==> src/rtl/migr_pkg.sv <==
package migr_pkg;
  localparam int unsigned LFSR_W   = 16;
  localparam int unsigned THR_W    = 8;
  localparam logic [LFSR_W-1:0] LFSR_TAPS = 16'hB400;

  typedef enum logic [1:0] {
    DEQ_NONE  = 2'd0,
    DEQ_STASH = 2'd1,
    DEQ_TREE  = 2'd2
  } deq_sel_e;
endpackage

==> src/rtl/migr_lfsr.sv <==
module migr_lfsr
  import migr_pkg::*;
#(
  parameter logic [LFSR_W-1:0] SEED = 16'hACE1
) (
  input  logic             clk_i,
  input  logic             rst_ni,
  input  logic             step_i,
  output logic [THR_W-1:0] draw_o
);
  logic [LFSR_W-1:0] state_q;
  logic [LFSR_W-1:0] state_d;

  always_comb begin
    state_d = state_q >> 1;
    if (state_q[0]) state_d = state_d ^ LFSR_TAPS;
  end

  always_ff @(posedge clk_i or negedge rst_ni) begin
    if (!rst_ni)     state_q <= (SEED == '0) ? 16'h0001 : SEED;
    else if (step_i) state_q <= state_d;
  end

  assign draw_o = state_q[THR_W-1:0];

  // a Galois LFSR must never fall into the all-zero lockup state
  assert_lfsr_live_R5: assert property (@(posedge clk_i) disable iff (!rst_ni)
    state_q != '0);
endmodule

==> src/rtl/migr_fifo.sv <==
module migr_fifo #(
  parameter int unsigned DEPTH   = 16,
  parameter int unsigned BLOCK_W = 64,
  localparam int unsigned PTR_W  = (DEPTH > 1) ? $clog2(DEPTH) : 1,
  localparam int unsigned CNT_W  = $clog2(DEPTH + 1)
) (
  input  logic               clk_i,
  input  logic               rst_ni,
  input  logic               push_i,
  input  logic [BLOCK_W-1:0] din_i,
  input  logic               pop_i,
  output logic [BLOCK_W-1:0] head_o,
  output logic [CNT_W-1:0]   count_o,
  output logic               full_o,
  output logic               empty_o
);
  localparam logic [CNT_W-1:0] DEPTH_C = CNT_W'(DEPTH);
  localparam logic [PTR_W-1:0] LAST_C  = PTR_W'(DEPTH - 1);

  logic [BLOCK_W-1:0] mem_q [DEPTH];
  logic [PTR_W-1:0]   wr_ptr_q, rd_ptr_q;
  logic [CNT_W-1:0]   cnt_q;

  function automatic logic [PTR_W-1:0] ptr_inc(input logic [PTR_W-1:0] p);
    return (p == LAST_C) ? '0 : p + 1'b1;
  endfunction

  always_ff @(posedge clk_i) begin
    if (push_i) mem_q[wr_ptr_q] <= din_i;
  end

  always_ff @(posedge clk_i or negedge rst_ni) begin
    if (!rst_ni) begin
      wr_ptr_q <= '0;
      rd_ptr_q <= '0;
      cnt_q    <= '0;
    end else begin
      if (push_i) wr_ptr_q <= ptr_inc(wr_ptr_q);
      if (pop_i)  rd_ptr_q <= ptr_inc(rd_ptr_q);
      case ({push_i, pop_i})
        2'b10:   cnt_q <= cnt_q + 1'b1;
        2'b01:   cnt_q <= cnt_q - 1'b1;
        default: cnt_q <= cnt_q;
      endcase
    end
  end

  assign head_o  = mem_q[rd_ptr_q];
  assign count_o = cnt_q;
  assign full_o  = (cnt_q == DEPTH_C);
  assign empty_o = (cnt_q == '0);

  assert_no_overflow_R6: assert property (@(posedge clk_i) disable iff (!rst_ni)
    push_i |-> !full_o);
  assert_no_underflow_R3: assert property (@(posedge clk_i) disable iff (!rst_ni)
    pop_i |-> !empty_o);
  assert_enq_deq_same_R9: assert property (@(posedge clk_i) disable iff (!rst_ni)
    (push_i && pop_i) |=> $stable(count_o));
  assert_count_bound_R6: assert property (@(posedge clk_i) disable iff (!rst_ni)
    count_o <= DEPTH_C);
endmodule

==> src/rtl/migr_drain_ctl.sv <==
module migr_drain_ctl
  import migr_pkg::*;
(
  input  logic             clk_i,
  input  logic             rst_ni,
  input  logic             app_valid_i,
  input  logic             app_dummy_i,
  input  logic             vacancy_i,
  input  logic             slot_i,
  input  logic [THR_W-1:0] thr_i,
  input  logic [THR_W-1:0] draw_i,
  input  logic             full_i,
  input  logic             empty_i,
  output logic             push_o,
  output logic             pop_o,
  output logic             stash_valid_o,
  output logic             tree_req_o
);
  logic     real_app, forced, lucky;
  deq_sel_e sel;

  assign real_app = app_valid_i && !app_dummy_i;
  assign push_o   = real_app && !full_i;
  assign forced   = real_app && full_i;
  assign lucky    = slot_i && (draw_i < thr_i);

  // vacancy path outranks both tree drains
  always_comb begin
    sel = DEQ_NONE;
    if (!empty_i) begin
      if (vacancy_i)            sel = DEQ_STASH;
      else if (forced || lucky) sel = DEQ_TREE;
    end
  end

  assign pop_o = (sel != DEQ_NONE);

  always_ff @(posedge clk_i or negedge rst_ni) begin
    if (!rst_ni) begin
      stash_valid_o <= 1'b0;
      tree_req_o    <= 1'b0;
    end else begin
      stash_valid_o <= (sel == DEQ_STASH);
      tree_req_o    <= (sel == DEQ_TREE);
    end
  end

  assert_dummy_dropped_R1: assert property (@(posedge clk_i) disable iff (!rst_ni)
    (app_valid_i && app_dummy_i) |-> !push_o);
  assert_vacancy_first_R8: assert property (@(posedge clk_i) disable iff (!rst_ni)
    (vacancy_i && !empty_i) |=> (stash_valid_o && !tree_req_o));
  assert_forced_drain_R7: assert property (@(posedge clk_i) disable iff (!rst_ni)
    (real_app && full_i && !vacancy_i) |=> tree_req_o);
  assert_thr_zero_quiet_R4: assert property (@(posedge clk_i) disable iff (!rst_ni)
    (thr_i == '0 && !(real_app && full_i)) |=> !tree_req_o);
  assert_one_exit_R11: assert property (@(posedge clk_i) disable iff (!rst_ni)
    !(stash_valid_o && tree_req_o));
endmodule

==> src/rtl/migr_queue.sv <==
module migr_queue
  import migr_pkg::*;
#(
  parameter int unsigned       DEPTH     = 16,
  parameter int unsigned       BLOCK_W   = 64,
  parameter logic [LFSR_W-1:0] LFSR_SEED = 16'hACE1,
  localparam int unsigned      CNT_W     = $clog2(DEPTH + 1)
) (
  input  logic               clk_i,
  input  logic               rst_ni,
  input  logic               app_valid_i,
  input  logic               app_dummy_i,
  input  logic [BLOCK_W-1:0] app_block_i,
  output logic               app_ready_o,
  input  logic               vacancy_i,
  input  logic               slot_i,
  input  logic [THR_W-1:0]   prob_thr_i,
  output logic               stash_valid_o,
  output logic               tree_req_o,
  output logic [BLOCK_W-1:0] out_block_o,
  output logic [CNT_W-1:0]   count_o,
  output logic               full_o
);
  logic               push, pop, full, empty;
  logic [BLOCK_W-1:0] head;
  logic [THR_W-1:0]   draw;
  logic [BLOCK_W-1:0] out_q;

  migr_fifo #(.DEPTH(DEPTH), .BLOCK_W(BLOCK_W)) i_fifo (
    .clk_i, .rst_ni,
    .push_i(push), .din_i(app_block_i), .pop_i(pop),
    .head_o(head), .count_o(count_o), .full_o(full), .empty_o(empty)
  );

  migr_lfsr #(.SEED(LFSR_SEED)) i_lfsr (
    .clk_i, .rst_ni, .step_i(slot_i), .draw_o(draw)
  );

  migr_drain_ctl i_ctl (
    .clk_i, .rst_ni,
    .app_valid_i, .app_dummy_i, .vacancy_i, .slot_i,
    .thr_i(prob_thr_i), .draw_i(draw),
    .full_i(full), .empty_i(empty),
    .push_o(push), .pop_o(pop),
    .stash_valid_o(stash_valid_o), .tree_req_o(tree_req_o)
  );

  always_ff @(posedge clk_i or negedge rst_ni) begin
    if (!rst_ni)  out_q <= '0;
    else if (pop) out_q <= head;
  end

  assign out_block_o = out_q;
  assign full_o      = full;
  assign app_ready_o = !full;

  assert_ready_vs_full_R6: assert property (@(posedge clk_i) disable iff (!rst_ni)
    full_o |-> !app_ready_o);
endmodule

==> config.mk <==
export PLATFORM = sky130hd
export DESIGN_NAME = migr_queue
export DESIGN_NICKNAME = d
export VERILOG_FILES = /design/src/rtl/migr_pkg.sv /design/src/rtl/migr_lfsr.sv /design/src/rtl/migr_fifo.sv /design/src/rtl/migr_drain_ctl.sv /design/src/rtl/migr_queue.sv
export SDC_FILE = /design/constraint.sdc
export NUM_CORES = 1
export LEC_CHECK = 0
export BUFFER_PORTS_ARGS = -buffer_cell sky130_fd_sc_hd__buf_2
export CORE_ASPECT_RATIO = 0.8
export CORE_MARGIN = 5
export CORE_UTILIZATION = 55
export DETAILED_ROUTE_END_ITERATION = 6
export GPL_TIMING_DRIVEN = 0
export PLACE_DENSITY_LB_ADDON = 0.12
export SLEW_MARGIN = 20
export SYNTH_ARGS = -nofsm -noshare
export SYNTH_HDL_FRONTEND = slang
export SYNTH_SLANG_ARGS = --single-unit
==> constraint.sdc <==
create_clock -name clk_i -period 7.9 [get_ports clk_i]
set_input_delay 0.79 -clock clk_i [delete_from_list [all_inputs] [get_ports clk_i]]
set_output_delay 0.79 -clock clk_i [all_outputs]
set_load 0.02 [all_outputs]
## After elaboration in Yosys (flattened, before gate mapping)

Memory sizes are Yosys's and may differ from the RTL's. A register that Yosys moved wholly into a read port is not among the register bits.
Index checks and enable logic that the tools add are counted.

- Flip-flop bits (word level): 31
- RAM bits: 1024
- Input bits: 78
- Output and inout port bits: 73
- Logic and storage cells: 40
- Memories kept: 1

- Add/sub/neg operators: 4
- $lt $le $gt $ge: 1
- Eq/ne operators: 7
- Multiplexer cells: 9
- Bitwise operators: 1
- Reduce and logical (&&, ||, !) cells: 11

Memories:

| name | words | width | rd ports | clocked after Yosys merged registers in | write ports | RTL line | text |
|---|---|---|---|---|---|---|---|
| i_fifo.mem_q | 16 | 64 | 1 | 1 | 1 | migr_fifo.sv:20 | `logic [BLOCK_W-1:0] mem_q [DEPTH];` |

Operators with widths:

| kind | count |
|---|---|
| $mux W16 | 1 |
| $pmux W5 S2 | 1 |
| $add A4 B1 Y4 const B | 2 |
| $eq A4 B4 Y1 const B | 2 |
| $lt A8 B8 Y1 | 1 |
| $mux W4 | 2 |
| $mux W2 | 3 |
| $add A5 B1 Y5 const B | 1 |
| $eq A5 B5 Y1 const B | 1 |
| $logic_not A5 Y1 | 1 |
| $sub A5 B1 Y5 const B | 1 |
| $eq A2 B1 Y1 const B | 2 |
| $eq A2 B2 Y1 const B | 2 |
| $logic_and A1 B1 Y1 | 4 |
| $not A3 Y4 | 1 |
| $reduce_bool A2 Y1 | 2 |
| $logic_not A1 Y1 | 3 |
| $mux W1 | 2 |
| $logic_or A1 B1 Y1 | 1 |

## Logic depth before layout (Yosys ltp)

Gate-level depths: netlist (run 1).

- Depth after elaboration: 10
- Gate-level depth with buffers: 15
- Gate-level depth less buffers: 14

## Hierarchy

Synthesis (run 1) repeated with hierarchy kept, for this count alone.

- Cell total of the unflattened synthesis: 1888
- Area, all modules: 42699.7 um2

By module, submodules not included:

| module | instances | cells an instance | area an instance (um2) | seq. area each (um2) |
|---|---|---|---|---|
| migr_fifo | 1 | 1668 | 39008.7 | 31074.8 |
| migr_queue | 1 | 136 | 2682.6 | 1601.5 |
| migr_lfsr | 1 | 48 | 715.7 | 410.4 |
| migr_drain_ctl | 1 | 36 | 292.8 | 50.0 |

## Least setup slack after synthesis (run 1)

No wires, ideal clock.

- Path kind: input -> register
- Start point: in app_valid_i
- End point: mem i_fifo.mem_q[2][0], enable pin
- Arrival: 5.867 ns
- Required time: 7.335 ns
- Path slack: 1.468 ns
- Stages: 5
- Path buffers: 1
- Path through: nor2b_1 > and2_1 > clkbuf_1 > nand2_1 > nor3_1

- Cells in the longest elaborated chain, start to end: 4

Ends and longest elaborated chain:

| what | RTL line | text |
|---|---|---|
| start, declared | migr_queue.sv:11 | `input logic app_valid_i,` |
| $logic_and A1 B1 Y1 | migr_drain_ctl.sv:22 | `assign real_app = app_valid_i && !app_dummy_i;` |
| $logic_and A1 B1 Y1 | migr_drain_ctl.sv:23 | `assign push_o = real_app && !full_i;` |
| $mux W1 | migr_fifo.sv:29 | `if (push_i) mem_q[wr_ptr_q] <= din_i;` |
| $mux W1 (implied by the code) | migr_fifo.sv:29 |  |
| end, declared | migr_fifo.sv:20 |  |

Every way passes these cells.

## Final worst setup path (run 1)

- Start point: reg i_lfsr.state_q[7]
- End point: reg i_fifo.cnt_q[4] (netlist: i_fifo.count_o[4])

- Cells in the longest elaborated chain, start to end: 9
- Elaborated cells between the ends (all ways): 11
- Classes of those cells: 1 x order compare; 2 x eq/ne; 4 x mux; 4 x reduce/logical

Ends and longest elaborated chain:

| what | RTL line | text |
|---|---|---|
| start, declared | migr_lfsr.sv:11 | `logic [LFSR_W-1:0] state_q;` |
| start signal, assigned | migr_lfsr.sv:20 | `if (!rst_ni) state_q <= (SEED == '0) ? 16'h0001 : SEED;` |
| start signal, assigned | migr_lfsr.sv:21 | `else if (step_i) state_q <= state_d;` |
| $lt A8 B8 Y1 * | migr_drain_ctl.sv:25 | `assign lucky = slot_i && (draw_i < thr_i);` |
| $logic_and A1 B1 Y1 * | migr_drain_ctl.sv:25 |  |
| $logic_or A1 B1 Y1 * | migr_drain_ctl.sv:32 | `else if (forced \|\| lucky) sel = DEQ_TREE;` |
| $mux W2 * | migr_drain_ctl.sv:32 |  |
| $mux W2 * | migr_drain_ctl.sv:31 | `if (vacancy_i) sel = DEQ_STASH;` |
| $mux W2 * | migr_drain_ctl.sv:30 | `if (!empty_i) begin` |
| $reduce_bool A2 Y1 * | migr_drain_ctl.sv:36 | `assign pop_o = (sel != DEQ_NONE);` |
| named net i_ctl.pop_o | migr_drain_ctl.sv:15 | `output logic pop_o,` |
| $eq A2 B1 Y1 or $eq A2 B2 Y1 (tied branches) | migr_fifo.sv:40 | `case ({push_i, pop_i})` |
| $pmux W5 S2 or $reduce_bool A2 Y1 (tied branches) | -- |  |
| end signal, assigned | migr_fifo.sv:41 | `2'b10: cnt_q <= cnt_q + 1'b1;` |
| end signal, assigned | migr_fifo.sv:42 | `2'b01: cnt_q <= cnt_q - 1'b1;` |
| end signal, assigned | migr_fifo.sv:43 | `default: cnt_q <= cnt_q;` |
| end, declared | migr_fifo.sv:22 | `logic [CNT_W-1:0] cnt_q;` |

The timed path passes the listed nets; every way through them passes the cells marked *.
A chain may end at the register's enable or synchronous reset.

==> flow_metrics.env, run 1 <==
export IMPL_drt_total_wl_um=97200
export IMPL_path_max_fanout=10
export IMPL_grt_setup_unrepaired="false"
export IMPL_ys_seq_area_share_pct=78.2
export IMPL_ys_ff_latch=1119
export IMPL_cts_tree="done"
export IMPL_synth_warnings=0
export IMPL_worst_slew_pin_slew_ps=1130
export IMPL_fin_util_pct=64.7
export IMPL_rr_worst_depth=12
export IMPL_die_h_um=258
export IMPL_synth_nets=1972
export IMPL_post_cts_resized=0
export IMPL_io_buffers=150
export IMPL_io_pins=151
export IMPL_path_clk_slew_ps=60
export IMPL_cp_start_kind="register"
export IMPL_synth_edf_count=1024
export IMPL_required_ps=8490
export IMPL_cts_root_buffer="clkbuf_16"
export IMPL_critPathLaunch="i_lfsr.state_q[7]"
export IMPL_start_util_pct=55.2
export IMPL_drv_cap=0
export IMPL_rows=91
export IMPL_fillers=5116
export IMPL_ant_nets=0
export IMPL_fin_nets=2321
export IMPL_netlist_area_mm2=0.0424
export IMPL_finalSetupViolations=0
export IMPL_clk_latency_ps=670
export IMPL_remaining_drc_errors=0
export IMPL_post_route_min_period_ps=3620
export IMPL_regArea_mm2=0.0331
export IMPL_slowest_delay_ps=560
export IMPL_grt_ovfl_total=0
export IMPL_vias=20566
export IMPL_crit_arrival_ps=4200
export IMPL_grt_util_all_layers_pct=23.7
export IMPL_routed_via_density=6.14
export IMPL_p_leak_nw=16.6
export IMPL_rr_startpoint="i_lfsr.state_q[7]"
export IMPL_syn_inst=1877
export IMPL_crit_top_cell="ha_1"
export IMPL_ys_types=43
export IMPL_hpwl_um=63700
export IMPL_crit_type="reg2reg"
export IMPL_grt_pass1_vias=21012
export IMPL_grt_pass1_wl_um=143000
export IMPL_layout_drive_gt1_share_pct=35.1
export IMPL_antenna_found_initial=6
export IMPL_reg2reg_to="i_fifo.count_o[4]"
export IMPL_synth_flop_cell="edfxtp_1"
export IMPL_slew_headroom_pct=24.7
export IMPL_p_per_area_mw_per_mm2=352
export IMPL_post_cts_setup_buffers=0
export IMPL_cp_slowest_cell="a211oi_1"
export IMPL_dieArea_mm2=0.0828
export IMPL_cp_endpoint="i_fifo.count_o[4]"
export IMPL_drv_slew=0
export IMPL_async_reset_ff_share_pct=8.49
export IMPL_setup_tns_ps=0
export IMPL_period_share_pct=45.8
export IMPL_die_w_um=320
export IMPL_cts_sinks=1119
export IMPL_htreeDepth=3
export IMPL_fmax_ghz=0.277
export IMPL_outcome="finished, final reports clean"
export IMPL_detail_route_first_pass_iterations=5
export IMPL_clockBufferDepth=3
export IMPL_grt_max_degree=62
export IMPL_numCtsBuffers=106
export IMPL_cts_hold_buffers=0
export IMPL_crit_chain="ha_1, a211oi_1, a31o_4, buf_4, ha_1, inv_1, fa_1, nor2b_1, o21ai_0, and3_1, nor3_1, xor2_1"
export IMPL_area_growth_pct=17.2
export IMPL_min_path_type="in2async"
export IMPL_reg2reg_slack_ps=4280
export IMPL_worst_setup_path_end_kind="register"
export IMPL_core_area_mm2=0.0767
export IMPL_ir_drop_mv=0.185
export IMPL_multi_input_area_mm2=0.00883
export IMPL_skew_ps=19.7
export IMPL_drt_wirelength_per_cell_um=29.0
export IMPL_synth_area_per_cell_um2=22.6
export IMPL_drtIter0Drc=2137
export IMPL_hold_violations=0
export IMPL_place_gp_congestion=0.736
cells in the mapped netlist (7+ instances only):
library cell	instances	area (um2)
a21oi_1	9	45.0
a22oi_1	128	961
buf_2	29	145
clkbuf_1	58	218
dfrtp_1	87	2180
dfstp_2	8	210
edfxtp_1	1024	30700
ha_1	16	200
inv_1	16	60.1
mux2_2	59	664
mux2_4	20	300
mux4_2	256	5770
nand2_1	79	297
nor2_1	17	63.8
nor3_1	7	35.0
o21ai_0	7	35.0
state kept, by name (all words and copies together), names as in the netlist:
| signal | flops |
|---|---|
| i_fifo.wr_ptr_q | 4 |
| i_ctl.tree_req_o | 1 |
| i_lfsr.state_q | 16 |
| i_fifo.count_o | 5 |
| i_ctl.stash_valid_o | 1 |
| i_fifo.rd_ptr_q | 4 |
| i_fifo.mem_q | 1024 |
| out_block_o | 64 |
worst max-delay path, delay by kind of cell, from the launching register on:
kind,cells,cell delay (ps)
buf+inv,2,330
compound gates,3,1010
xor+xnor,1,170
flops,1,550
simple gates,3,590
fa+ha+maj,3,890
power breakdown:
group | internal [mW] | switching, mW | total [mW]
logic | 2.26 | 2.89 | 5.15
clock network | 2.98 | 2.17 | 5.15
registers | 6.99 | 0.193 | 7.18
cells in the final DEF, fill, tap and decap left out, types with 4 or more instances in the layout:
| master | instances |
|---|---|
| a21o_1 | 4 |
| a21oi_1 | 9 |
| a22oi_1 | 128 |
| buf_1 | 6 |
| buf_12 | 24 |
| buf_16 | 27 |
| buf_2 | 178 |
| buf_4 | 35 |
| buf_6 | 13 |
| bufinv_16 | 12 |
| clkbuf_1 | 78 |
| clkbuf_16 | 107 |
| clkbuf_8 | 9 |
| clkinv_1 | 10 |
| clkinv_2 | 25 |
| clkinv_4 | 5 |
| clkinvlp_4 | 7 |
| dfrtp_1 | 87 |
| dfstp_2 | 8 |
| diode_2 | 7 |
| edfxtp_1 | 1024 |
| ha_1 | 16 |
| inv_1 | 16 |
| inv_6 | 6 |
| mux2_2 | 59 |
| mux2_4 | 20 |
| mux4_2 | 256 |
| nand2_1 | 79 |
| nand3_1 | 4 |
| nor2_1 | 4 |
| nor2_4 | 12 |
| nor2b_1 | 4 |
| nor3_2 | 4 |
| o21ai_0 | 7 |
| xnor2_1 | 5 |
logic make-up (layout without fill, tap and decap cells):
family,Yosys count,in the layout,synth area share [%]
compound gates,159,159,2.76
xor+xnor,8,8,0.165
fa+ha+maj,17,17,0.520
buf+inv,116,559,1.24
flops,1119,1119,78.2
mux,335,335,15.9
other cells,0,7,0
simple gates,123,123,1.25
through the flow:
stage          total power [mW]  hold WS [ps]  area, um2  setup slack (ps)  cells
2_1_floorplan              10.7           465      42400              1470   1877
3_3_place_gp               12.4           476      44400             -4420   3050
3_5_place_dp               12.5           484      46100              3810   3141
5_1_grt                    18.3          38.0      49600              4060   3344
6_report                   17.5          24.4      49700              4280   3350
4_1_cts                    17.7          11.1      49600              4270   3343
layer usage:
metal  track usage (%)  wire (um)
met5                 0          0
met4              4.32       1430
met3              4.68       7960
met2              37.3      46400
met1              35.9      41400
layout make-up:
cell class	instances	share of cell area [%]
Sequential cell	1119	66.7
Multi-Input combinational cell	642	17.8
Clock buffer	136	5.79
Timing Repair Buffer	241	4.63
Tap cell	1023	2.58
Clock inverter	66	1.39
Buffer	100	0.940
Inverter	16	0.121
Antenna cell	7	0.0353
worst min path at each step:
stage | depth (start not counted) | startpoint | end | slack (ps)
after floorplan | 2 | i_lfsr.state_q[10] | i_lfsr.state_q[10] | 460
after global placement | 2 | i_lfsr.state_q[10] | i_lfsr.state_q[10] | 480
after detailed placement | 2 | i_lfsr.state_q[10] | i_lfsr.state_q[10] | 480
after CTS | 1 | rst_ni | i_fifo.wr_ptr_q[1] | 10
after global routing | 1 | rst_ni | i_fifo.wr_ptr_q[1] | 40
final | 1 | rst_ni | i_fifo.wr_ptr_q[1] | 20
No activity file was read; power rests on OpenSTA's default activity.
==> run 2, diff against run 1 <==
clock period = 3.5 ns   (was 7.9 ns; I/O delays follow)
==> run 2 against run 1 <==
Effect of this change:
- power is 130% higher
- fmax increased by 4.8%
- clock skew up 10 ps
- combinational power rose by 130%
- global-route usage increased by 0.70 points
- critical path depth down 5
- final area hardly changed
- worst hold slack improved by 22 ps
- worst setup slack worse by 4200 ps
- non-clock buffer count is 12 lower
==> flow_metrics.env, run 2 (synthesized netlist as in run 1, its figures left out) <==
export IMPL_dieArea_mm2=0.0828
export IMPL_cp_depth=7
export IMPL_hold_depth=1
export IMPL_power_frac_clock_pct=29.0
export IMPL_setup_slack_ps=49.9
export IMPL_io_buffers=150
export IMPL_fin_nets=2309
export IMPL_multi_input_area_mm2=0.00887
export IMPL_top_register="i_fifo.mem_q"
export IMPL_area_growth_pct=17.3
export IMPL_dpl_worst_slack_ps=-188
export IMPL_combinationalPowerShare_pct=29.8
export IMPL_largest_reg_flops=1024
export IMPL_ant_nets=0
export IMPL_cp_top_family="buffers and inverters"
export IMPL_grt_max_degree=62
export IMPL_power_mw=39.5
export IMPL_skew_ps=29.7
export IMPL_grt_ovfl_total=0
export IMPL_worst_slew_pin_slew_ps=1040
export IMPL_post_route_min_period_ps=3450
export IMPL_crit_chain="clkbuf_1, clkdlybuf4s15_1, clkbuf_1, mux4_2, a22oi_1, nand2_1, mux2_2"
export IMPL_drt_wirelength_per_cell_um=29.9
export IMPL_die_w_um=320
export IMPL_power_share_switching_pct=30.4
export IMPL_ir_drop_mv=0.505
export IMPL_drtIter0Drc=2294
export IMPL_fmax_ghz=0.290
export IMPL_p_per_area_mw_per_mm2=794
export IMPL_path_clk_slew_ps=70
export IMPL_grt_setup_unrepaired="true"
export IMPL_hpwl_um=65200
export IMPL_crit_arrival_ps=3990
export IMPL_detail_route_first_pass_iterations=5
export IMPL_path_max_fanout=10
export IMPL_drt_total_wl_um=99800
export IMPL_slew_headroom_pct=30.8
export IMPL_cp_num_buf_inv=3
export IMPL_cp_slowest_cell="clkbuf_1"
export IMPL_drv_slew=0
export IMPL_clk_latency_ps=680
export IMPL_rows=91
export IMPL_slowest_delay_ps=790
export IMPL_layout_drive_gt1_share_pct=34.9
export IMPL_setup_tns_ps=0
export IMPL_p_leak_nw=16.6
export IMPL_start_util_pct=55.2
export IMPL_crit_type="reg2reg"
export IMPL_cts_root_buffer="clkbuf_16"
export IMPL_outcome="finished, final reports clean"
export IMPL_routed_via_density=6.17
export IMPL_cts_tree="done"
export IMPL_power_share_sequential_pct=41.2
export IMPL_mostFrequentLayoutCell="edfxtp_1"
export IMPL_grt_util_all_layers_pct=24.4
export IMPL_worst_setup_path_end_kind="register"
export IMPL_core_area_mm2=0.0767
export IMPL_htreeDepth=3
export IMPL_clockBufferDepth=3
export IMPL_min_path_type="in2reg"
export IMPL_die_h_um=258
export IMPL_hold_violations=0
export IMPL_grt_pass1_vias=21524
export IMPL_grt_pass1_wl_um=146000
export IMPL_remaining_drc_errors=0
export IMPL_place_gp_congestion=0.732
export IMPL_p_sw_mw=12.0
export IMPL_final_cell_mix="edfxtp_1, mux4_2, buf_2, a22oi_1, clkbuf_16"
export IMPL_regArea_mm2=0.0331
export IMPL_io_pins=151
export IMPL_cts_sinks=1119
export IMPL_p_int_mw=27.5
export IMPL_cp_start_kind="register"
export IMPL_vias=20552
export IMPL_antenna_found_initial=11
export IMPL_rr_worst_depth=7
export IMPL_period_share_pct=98.6
export IMPL_required_ps=4040
export IMPL_drv_cap=0
export IMPL_finalSetupViolations=0
export IMPL_fillers=5052
export IMPL_numCtsBuffers=106
export IMPL_crit_top_cell="clkbuf_1"
-- run 2: cell count changes in the layout (fill, tap and decap cells not counted), sizes merged, moves of 4 or more --
cell / change
clkbuf: +6
diode: -5
inv: -5
clkinv: +4
buf: -16
clkinvlp: -4
-- run 2: power groups by stage --
stage	combinational [mW]	sequential [mW]	clock, mW
final	11.8	16.3	11.4
after CTS	11.9	16.3	11.6
after detailed placement	11.9	16.5	0
after global routing	12.6	16.4	12.2
after global placement	11.3	16.6	0
after floorplan	7.28	16.9	0
-- run 2: worst reg2reg max path: cells and delay by family (launching register included) --
kind / cells / cell delay [ps]
buffers and inverters: 3 / 1950
DFF: 1 / 360
muxes: 2 / 710
AOI/OAI and AO/OA: 1 / 160
and+or+nand+nor: 1 / 130
-- run 2: layout make-up --
type                            count  area share [%]
Sequential cell                  1119            66.7
Multi-Input combinational cell    642            17.9
Clock buffer                      143            5.92
Timing Repair Buffer              229            4.72
Tap cell                         1023            2.58
Clock inverter                     58            1.13
Buffer                            100            1.01
Inverter                           16           0.121
Antenna cell                        2          0.0101
-- run 2: timing repair --
action,CTS,global route
pin swaps,0,2
gates resized for setup,9,18
cloned,0,0
buffers inserted,0,2
endpoints found under the hold margin,37,0
hold buffers,3,0
endpoints found under the setup margin,52,27
-- run 2: per-stage QoR --
stage | hold WS, ps | area, um2 | instances | util (%)
after detailed placement | 294 | 46100 | 3124 | 60.1
after global placement | 480 | 44500 | 3050 | 58.0
after CTS | 5.92 | 49700 | 3328 | 64.7
final | 45.9 | 49700 | 3332 | 64.8
after floorplan | 54.4 | 42500 | 1877 | -
after global routing | 23.9 | 49700 | 3331 | 64.8
-- run 2: per-layer routing --
| layer | share of wire, % | global-route usage (%) | wire, um |
|---|---|---|---|
| met5 | 0.067 | 0 | 67 |
| met4 | 1.7 | 5.32 | 1660 |
| met3 | 7.7 | 4.38 | 7700 |
| met2 | 50 | 40.2 | 49900 |
| met1 | 41 | 35.2 | 40500 |
-- run 2: path summary, 6_finish.rpt --
path	startpoint	endpoint	slack [ps]
setup reg to reg	i_fifo.rd_ptr_q[1]	out_block_o[46]	50
max in group asynchronous	rst_ni	out_block_o[2]	2590
hold reg to reg	i_lfsr.state_q[10]	i_lfsr.state_q[10]	490
setup / recovery	i_fifo.rd_ptr_q[1]	out_block_o[46]	50
hold / removal	app_block_i[49]	i_fifo.mem_q[12][49]	50
min in group asynchronous	rst_ni	out_block_o[36]	150
